==> config.mk <==
export PLATFORM = sky130hd
export DESIGN_NAME = tx_frame_loader
export DESIGN_NICKNAME = d
export VERILOG_FILES = /design/src/rtl/tfl_pkg.sv /design/src/rtl/tfl_step_decode.sv /design/src/rtl/tfl_ctrl.sv /design/src/rtl/tx_frame_loader.sv
export SDC_FILE = /design/constraint.sdc
export NUM_CORES = 1
export LEC_CHECK = 0
export BUFFER_PORTS_ARGS = -buffer_cell sky130_fd_sc_hd__buf_2
export CAP_MARGIN = 40
export CORE_MARGIN = 2
export CORE_UTILIZATION = 49
export DETAILED_ROUTE_END_ITERATION = 6
export PLACE_DENSITY = 0.74
export SYNTH_ARGS = -nofsm -noshare
export SYNTH_HDL_FRONTEND = slang
export SYNTH_SLANG_ARGS = --single-unit
export TNS_END_PERCENT = 1
==> constraint.sdc <==
create_clock -name clk -period 4 [get_ports clk]
set_clock_uncertainty 0.15 [all_clocks]
set_input_delay 0.8 -clock clk [delete_from_list [all_inputs] [get_ports clk]]
set_output_delay 0.8 -clock clk [all_outputs]
set_load 0.05 [all_outputs]
==> src/rtl/tfl_pkg.sv <==
package tfl_pkg;
  localparam int unsigned REG_ADDR_W   = 10;
  localparam int unsigned TRIG_ADDR    = 'h1B;
  localparam logic [7:0]  TRIG_VALUE   = 8'h01;
  localparam logic [7:0]  NO_HDR_BYTES = 8'h00;

  typedef enum logic [1:0] {
    ST_IDLE,
    ST_FETCH,
    ST_LOAD,
    ST_WAIT
  } tfl_state_e;
endpackage

==> src/rtl/tfl_step_decode.sv <==
// Maps a step number to the write it stands for:
// step 0 header entry, step 1 length, steps 2..len+1 payload, step len+2 trigger.
module tfl_step_decode
  import tfl_pkg::*;
#(
  parameter int unsigned LEN_W  = 7,
  parameter int unsigned STEP_W = 7
) (
  input  logic [STEP_W-1:0]     step_i,
  input  logic [LEN_W-1:0]      len_i,
  input  logic [7:0]            byte_i,
  output logic                  long_o,
  output logic [REG_ADDR_W-1:0] addr_o,
  output logic [7:0]            data_o,
  output logic                  last_o
);
  localparam int unsigned CW = STEP_W + 1;

  logic [CW-1:0] step_w;
  logic [CW-1:0] trig_step;

  assign step_w    = CW'(step_i);
  assign trig_step = CW'(len_i) + CW'(2);

  always_comb begin
    last_o = (step_w == trig_step);
    long_o = 1'b1;
    addr_o = REG_ADDR_W'(step_i);   // payload i sits at step i+2 = address 0x002+i
    data_o = byte_i;
    if (last_o) begin
      long_o = 1'b0;
      addr_o = REG_ADDR_W'(TRIG_ADDR);
      data_o = TRIG_VALUE;
    end else if (step_w == CW'(0)) begin
      data_o = NO_HDR_BYTES;
    end else if (step_w == CW'(1)) begin
      data_o = 8'(len_i);
    end
  end
endmodule

==> src/rtl/tfl_ctrl.sv <==
module tfl_ctrl
  import tfl_pkg::*;
#(
  parameter int unsigned LEN_W  = 7,
  parameter int unsigned STEP_W = 7
) (
  input  logic                  clk,
  input  logic                  rst,
  input  logic                  start_i,
  input  logic [LEN_W-1:0]      len_i,
  input  logic                  ack_i,
  input  logic                  dec_long_i,
  input  logic [REG_ADDR_W-1:0] dec_addr_i,
  input  logic [7:0]            dec_data_i,
  input  logic                  dec_last_i,
  output logic [STEP_W-1:0]     step_o,
  output logic [LEN_W-1:0]      len_o,
  output logic [LEN_W-1:0]      rd_addr_o,
  output logic                  req_o,
  output logic                  req_long_o,
  output logic [REG_ADDR_W-1:0] req_addr_o,
  output logic [7:0]            req_data_o,
  output logic                  done_o
);
  localparam int unsigned CW = STEP_W + 1;

  tfl_state_e state_q;
  logic       last_q;
  logic       idx_ok;
  logic [CW-1:0] nxt_idx;

  // index of the payload byte needed by step_o+1
  assign nxt_idx = CW'(step_o) - CW'(1);
  assign idx_ok  = (step_o != '0) && (nxt_idx < CW'(len_o));

  always_ff @(posedge clk) begin
    if (rst) begin
      state_q    <= ST_IDLE;
      step_o     <= '0;
      len_o      <= '0;
      rd_addr_o  <= '0;
      req_o      <= 1'b0;
      req_long_o <= 1'b0;
      req_addr_o <= '0;
      req_data_o <= '0;
      last_q     <= 1'b0;
      done_o     <= 1'b0;
    end else begin
      done_o <= 1'b0;
      unique case (state_q)
        ST_IDLE: begin
          if (start_i) begin
            len_o     <= len_i;
            step_o    <= '0;
            rd_addr_o <= '0;
            state_q   <= ST_FETCH;
          end
        end
        ST_FETCH: state_q <= ST_LOAD;   // buffer read in flight
        ST_LOAD: begin
          req_o      <= 1'b1;
          req_long_o <= dec_long_i;
          req_addr_o <= dec_addr_i;
          req_data_o <= dec_data_i;
          last_q     <= dec_last_i;
          state_q    <= ST_WAIT;
        end
        ST_WAIT: begin
          if (ack_i) begin
            req_o <= 1'b0;
            if (last_q) begin
              done_o  <= 1'b1;
              state_q <= ST_IDLE;
            end else begin
              step_o    <= step_o + 1'b1;
              rd_addr_o <= idx_ok ? LEN_W'(nxt_idx) : '0;
              state_q   <= ST_FETCH;
            end
          end
        end
        default: state_q <= ST_IDLE;
      endcase
    end
  end

  p_req_hold_r6: assert property (@(posedge clk) disable iff (rst)
    (req_o && !ack_i) |=> (req_o && $stable(req_addr_o) && $stable(req_data_o) && $stable(req_long_o)));

  p_req_drop_r6: assert property (@(posedge clk) disable iff (rst)
    (req_o && ack_i) |=> !req_o);

  p_done_pulse_r7: assert property (@(posedge clk) disable iff (rst)
    done_o |=> !done_o);

  p_done_cause_r7: assert property (@(posedge clk) disable iff (rst)
    done_o |-> $past(req_o && ack_i && !req_long_o));

  p_trigger_fields_r5: assert property (@(posedge clk) disable iff (rst)
    (req_o && !req_long_o) |-> (req_addr_o == REG_ADDR_W'(TRIG_ADDR) && req_data_o == TRIG_VALUE));

  p_no_restart_r9: assert property (@(posedge clk) disable iff (rst)
    (state_q != ST_IDLE) |=> !(state_q == ST_FETCH && step_o == '0 && !$past(ack_i)));

  p_len_stable_r9: assert property (@(posedge clk) disable iff (rst)
    (state_q != ST_IDLE) |=> $stable(len_o));
endmodule

==> src/rtl/tx_frame_loader.sv <==
module tx_frame_loader
  import tfl_pkg::*;
#(
  parameter int unsigned MAX_LEN = 125,
  parameter int unsigned LEN_W   = $clog2(MAX_LEN + 3)
) (
  input  logic             clk,
  input  logic             rst,
  input  logic             start_i,
  input  logic [LEN_W-1:0] len_i,
  output logic [LEN_W-1:0] rd_addr_o,
  input  logic [7:0]       rd_data_i,
  output logic             req_o,
  output logic             req_long_o,
  output logic [9:0]       req_addr_o,
  output logic [7:0]       req_data_o,
  input  logic             ack_i,
  output logic             done_o
);
  localparam int unsigned STEP_W = $clog2(MAX_LEN + 3);

  initial begin
    assert (MAX_LEN + 2 < (1 << REG_ADDR_W))
      else $error("MAX_LEN does not fit the long address space");
    assert (LEN_W <= STEP_W && MAX_LEN < (1 << LEN_W))
      else $error("LEN_W inconsistent with MAX_LEN");
  end

  logic [LEN_W-1:0]      len_clamped;
  logic [LEN_W-1:0]      len_q;
  logic [STEP_W-1:0]     step_q;
  logic                  dec_long;
  logic [REG_ADDR_W-1:0] dec_addr;
  logic [7:0]            dec_data;
  logic                  dec_last;

  assign len_clamped = (len_i > LEN_W'(MAX_LEN)) ? LEN_W'(MAX_LEN) : len_i;

  tfl_step_decode #(.LEN_W(LEN_W), .STEP_W(STEP_W)) u_dec (
    .step_i (step_q),
    .len_i  (len_q),
    .byte_i (rd_data_i),
    .long_o (dec_long),
    .addr_o (dec_addr),
    .data_o (dec_data),
    .last_o (dec_last)
  );

  tfl_ctrl #(.LEN_W(LEN_W), .STEP_W(STEP_W)) u_ctrl (
    .clk        (clk),
    .rst        (rst),
    .start_i    (start_i),
    .len_i      (len_clamped),
    .ack_i      (ack_i),
    .dec_long_i (dec_long),
    .dec_addr_i (dec_addr),
    .dec_data_i (dec_data),
    .dec_last_i (dec_last),
    .step_o     (step_q),
    .len_o      (len_q),
    .rd_addr_o  (rd_addr_o),
    .req_o      (req_o),
    .req_long_o (req_long_o),
    .req_addr_o (req_addr_o),
    .req_data_o (req_data_o),
    .done_o     (done_o)
  );

  p_len_bound_r10: assert property (@(posedge clk) disable iff (rst)
    (req_o && req_long_o && req_addr_o == 10'h001) |-> (req_data_o <= 8'(MAX_LEN)));

  p_payload_index_r4: assert property (@(posedge clk) disable iff (rst)
    (req_o && req_long_o && req_addr_o >= 10'h002) |-> (req_addr_o - 10'h002 < 10'(len_q)));
endmodule

# Word level (Yosys, flattened, before mapping)
# Index checks and enable logic that the tools add are counted.
# W data, S select, Z words.
# op_classes
add_sub_neg	3
magnitude_cmp	2
n_eq_ne	8
muxes	21
bitwise_logic	2
reduce_logical	11
# ops
cell	count
$mux W7	8
$pmux W7 S2	2
$mux W8	3
$add A7 B2 Y8 const B	1
$eq A7 B8 Y1	1
$logic_not A8 Y1	1
$lt A8 B7 Y1	1
$pmux W2 S4	1
$sub A7 B1 Y8 const B	1
$add A7 B1 Y7 const B	1
$eq A7 B1 Y1 const B	1
$gt A7 B7 Y1 const B	1
$reduce_bool A7 Y1	1
$ne A2 B2 Y1 const B	3
$reduce_and A2 Y1	3
$eq A2 B2 Y1 const B	2
$mux W1	4
$mux W2	2
$reduce_and A4 Y1	1
$reduce_bool A2 Y1	2
$reduce_or A3 Y1	1
$eq A2 B1 Y1 const B	1
$logic_not A2 Y1	1
$not A1 Y1	2
other kinds (2)	2
# totals
regBits	45
input_bits	19
out_inout_bits	28
word_cells	57

# Depth between registers and ports, before layout
# logic_depth
word_depth	7
depth_mapped	10
depth_no_buf	10

# By module
# Synthesis repeated with hierarchy kept, for this count alone.
# unflattened
cells_unflattened	305
hier_area_um2	2585.0
# by_module_without_submodules
module	n_inst	cells_each	area_each_um2	seq_area_each_um2
tfl_ctrl	1	229	2083.2	900.9
tfl_step_decode	1	66	452.9	0.0
tx_frame_loader	1	10	48.8	0.0

# Worst setup path before layout
# No wires, ideal clock.
# synth_timing
path_kind	register to register
start	reg u_ctrl.step_o[0]
end	reg u_ctrl.rd_addr_o[0]
setup_time_ns	0.061
arrival_time_ns	2.162
required_ns	3.789
slack_ns	1.627
path_stages_with_launch	11
path_buffers	0
synth_period_minus_slack_ns	2.373
cell_sequence	dfxtp_1 inv_1 ha_1 nand2b_1 nor2_1 xor2_1 ha_1 a211o_1 o221ai_1 and3_1 a32o_1
# synth_via
elab_chain_cells	7
elab_cells_between_ends	8
classes_between	add/sub (1); order compare (1); mux (4); reduce/logical (2)
# synth_rtl
element	line	source
start, declared	tfl_ctrl.sv:16	output logic [STEP_W-1:0] step_o,
start signal, assigned	tfl_ctrl.sv:75	step_o <= step_o + 1'b1;
$sub A7 B1 Y8	tfl_ctrl.sv:33	assign nxt_idx = CW'(step_o) - CW'(1);
$lt A8 B7 Y1	tfl_ctrl.sv:34	assign idx_ok = (step_o != '0) && (nxt_idx < CW'(len_o));
$logic_and A1 B1 Y1	tfl_ctrl.sv:34	
$mux W7 (*)	tfl_ctrl.sv:76	rd_addr_o <= idx_ok ? LEN_W'(nxt_idx) : '0;
$mux W7 (*)	tfl_ctrl.sv:71	if (last_q) begin
$mux W7 (*)	tfl_ctrl.sv:69	if (ack_i) begin
$pmux W7 S2 (*)	tfl_ctrl.sv:50	unique case (state_q)
end signal, assigned	tfl_ctrl.sv:76	
end, declared	tfl_ctrl.sv:18	output logic [LEN_W-1:0] rd_addr_o,
# Mark *: on every way between the ends. The rest lies on a longest branch, timed or not. The select of a mux whose other input is x is not followed.
# A chain may end at the register's enable or synchronous reset.

# Worst setup path after layout
# layout_timing
start	reg u_ctrl.step_o[0]
end	reg u_ctrl.rd_addr_o[1]
# The elaborated chain is that of the path after synthesis.

==> metrics.yaml <==
yosys:
  synth_compound_area_share_pct: 18.7
  synth_fa_ha_area_share_pct: 8.22
  synth_xor_area_share_pct: 5.75
  synth_cell_types: 52
  synth_edf_count: 0
  ys.flop_type: "dfxtp_1"
  synth_area_sq_mm: 0.00228
  synthMuxAreaShare_pct: 3.07
  synth-simple-area-share_pct: 20.5
  synth_seq_area_share_pct: 36.8
  yosysWarnings: 0
  syn_avg_cell_area_sq_um: 8.68
  synth_top_family_by_area: "simple AND/OR/NAND/NOR gates"
  synth.ff_latch_count: 42
  async_reset_ff_share_pct: 0
  syn_inst: 263
cells_and_area:
  fin_util_pct: 58.2
  final_cell_mix: "buf_2, dfxtp_1, nand2_1"
  diodes: 0
  area_growth_syn_to_layout_pct: 12.6
  nNetsFinal: 334
  final_area_sq_mm: 0.00257
  final_common_cell: "buf_2"
  drive_gt1_share_pct: 19.6
  final_cells: 353
  fillers: 430
grt:
  grt_pass1_wl_um: 8580
  track_usage_pct: 20.8
  antenna_found_initial: 0
  grt_start_max_net_pins: 24
  grt_pass1_vias: 1871
  grt-ovfl-total: 0
floorplanning:
  initial_utilization_pct: 51.7
  io-pin-count: 47
  row_count: 24
  fp.dieH_um: 72.3
  die_area_sq_mm: 0.00522
  die_w_um: 72.3
  core_sq_mm: 0.00441
setup_path:
  cpPeakStageDelay_ns: 0.49
  r2r_slack_ns: 1.30
  cp-start-kind: "flop"
  criticalPathCategory: "reg2reg"
  crit_chain: "inv_1, ha_1, nand2b_1, nor2_1, xor2_1, ha_1, o21a_1, o221ai_1, and3_1, a32o_1"
  cp.required_ns: 4.09
  end_kind: "flop"
  worst_path_most_repeated_cell: "ha_1"
  crit_fanout: 8
  crit_family: "compound AO/OA/AOI/OAI gates"
  arrival_ns: 2.79
  critical_path_buf_inv_count: 1
  crit_slowest_cell: "dfxtp_1"
timing:
  min_period_over_period_pct: 67.5
  period_minus_slack_ns: 2.70
  rsz0062_at_grt: "no"
  finalSetupTns_ns: 0
  finalHoldWorstSlack_ns: 0.303
  hold_viol: 0
  slew_viol_final: 0
  setup_viol: 0
  max_slew_margin_pct: 51.3
  clock.fmax_mhz: 370
  layout_setup_ws_ns: 1.30
  tightest_slew_ns: 0.728
clocking:
  cts_resized: 0
  cts_buffers: 5
  root_buffer: "clkbuf_8"
  htreeDepth: 2
  cts_num_sinks: 42
  clk_pin_slew_ns: 0.08
  cts_setup_buffers: 0
  ctsHoldBuffers: 0
  clock_latency_ns: 0.29
  cts_buffer_depth: 2
  cts_tree: "yes"
power_and_ir_drop:
  leakagePower_nw: 1.14
  finalPower_mw: 1.16
  p_per_area_mw_per_mm2: 451
  ir_worst_vdd_mv: 0.286
placement:
  hpwl_um: 3740
  dp.cells: 345
  placed_cell_area_sq_mm: 0.00248
  portBuffers: 43
  gp_congestion: 0.877
  pre_cts_slack_ns: 1.33
hold_path:
  min_path_type: "reg2reg"
flow_run:
  max-cap-violations: 0
detailed_routing:
  drt_iter0_drc: 127
  wl_um: 5000
  post_drt_wl_per_cell_um: 14.2
  via_per_inst: 5.46
  drt_first_pass_iters: 4
  num_vias: 1928
  drcViolationCount: 0
  ant_nets: 0
run_status:
  outcome: "completed"
cells by family (layout without fill, tap and decap cells):
kind of cell | count (synthesis) | after routing
compound gates | 60 | 60
mux | 7 | 7
flops | 42 | 42
simple gates | 92 | 92
buf+inv | 31 | 67
xor+xnor | 15 | 15
other cells | 1 | 3
fa+ha+maj | 15 | 15
registers in the layout, summed over array words and instances (netlist names):
name / cells
u_ctrl.done_o: 1
u_ctrl.last_q: 1
u_ctrl.len_o: 7
u_ctrl.rd_addr_o: 7
u_ctrl.req_addr_o: 7
u_ctrl.req_data_o: 8
u_ctrl.req_long_o: 1
u_ctrl.req_o: 1
u_ctrl.state_q: 2
u_ctrl.step_o: 7
synthesized netlist by cell type, types with 7 or more instances:
cell type,number,area [sq um]
inv_1,15,56.3
nor2_1,24,90.1
xor2_1,8,70.1
dfxtp_1,42,841
a32o_1,7,70.1
o21ai_0,11,55.1
clkbuf_1,8,30.0
mux2i_1,7,70.1
a21oi_1,17,85.1
xnor2_1,7,61.3
nand2_1,32,120
ha_1,15,188
power breakdown:
part	leakage [nW]	switching, mW	internal, mW
Sequential	0.340	0.0443	0.453
Combinational	0.756	0.249	0.135
Clock	0.0482	0.140	0.139
Total	1.14	0.433	0.727
layout make-up:
class / count / area, sq um / area share, %
clock buffers: 7 / 86.3 / 3.36
repair buffers: 44 / 223 / 8.66
clock inverters: 1 / 5.00 / 0.195
flip-flops and latches: 42 / 841 / 32.7
inverters: 15 / 56.3 / 2.19
well taps: 52 / 65.1 / 2.53
multi-input cells: 192 / 1290 / 50.4
layer usage:
layer	track usage, %	vias to the layer above	routed length, um
li1	-	995	-
met1	26.7	885	2380
met2	35.2	43	2330
met3	4.58	5	245
met4	5.66	0	48
met5	0	-	0
worst paths after layout:
| path | end | cells past startpoint | start |
|---|---|---|---|
| hold / removal | u_ctrl.req_data_o[6] | 2 | u_ctrl.req_data_o[6] |
| setup reg to reg | u_ctrl.rd_addr_o[1] | 10 | u_ctrl.step_o[0] |
| hold reg to reg | u_ctrl.req_data_o[6] | 2 | u_ctrl.req_data_o[6] |
| setup / recovery | u_ctrl.rd_addr_o[1] | 10 | u_ctrl.step_o[0] |
worst reg2reg max path, delay by kind of cell (launching register included):
kind / cells / cell delay (ns)
AOI/OAI and AO/OA: 3 / 0.66
xor gates and xnor gates: 1 / 0.21
adders and majority gates: 2 / 0.55
buffers and inverters: 1 / 0.14
DFF: 1 / 0.49
and+or+nand+nor: 3 / 0.45
Note: power is estimated with default switching activity, not from simulation.
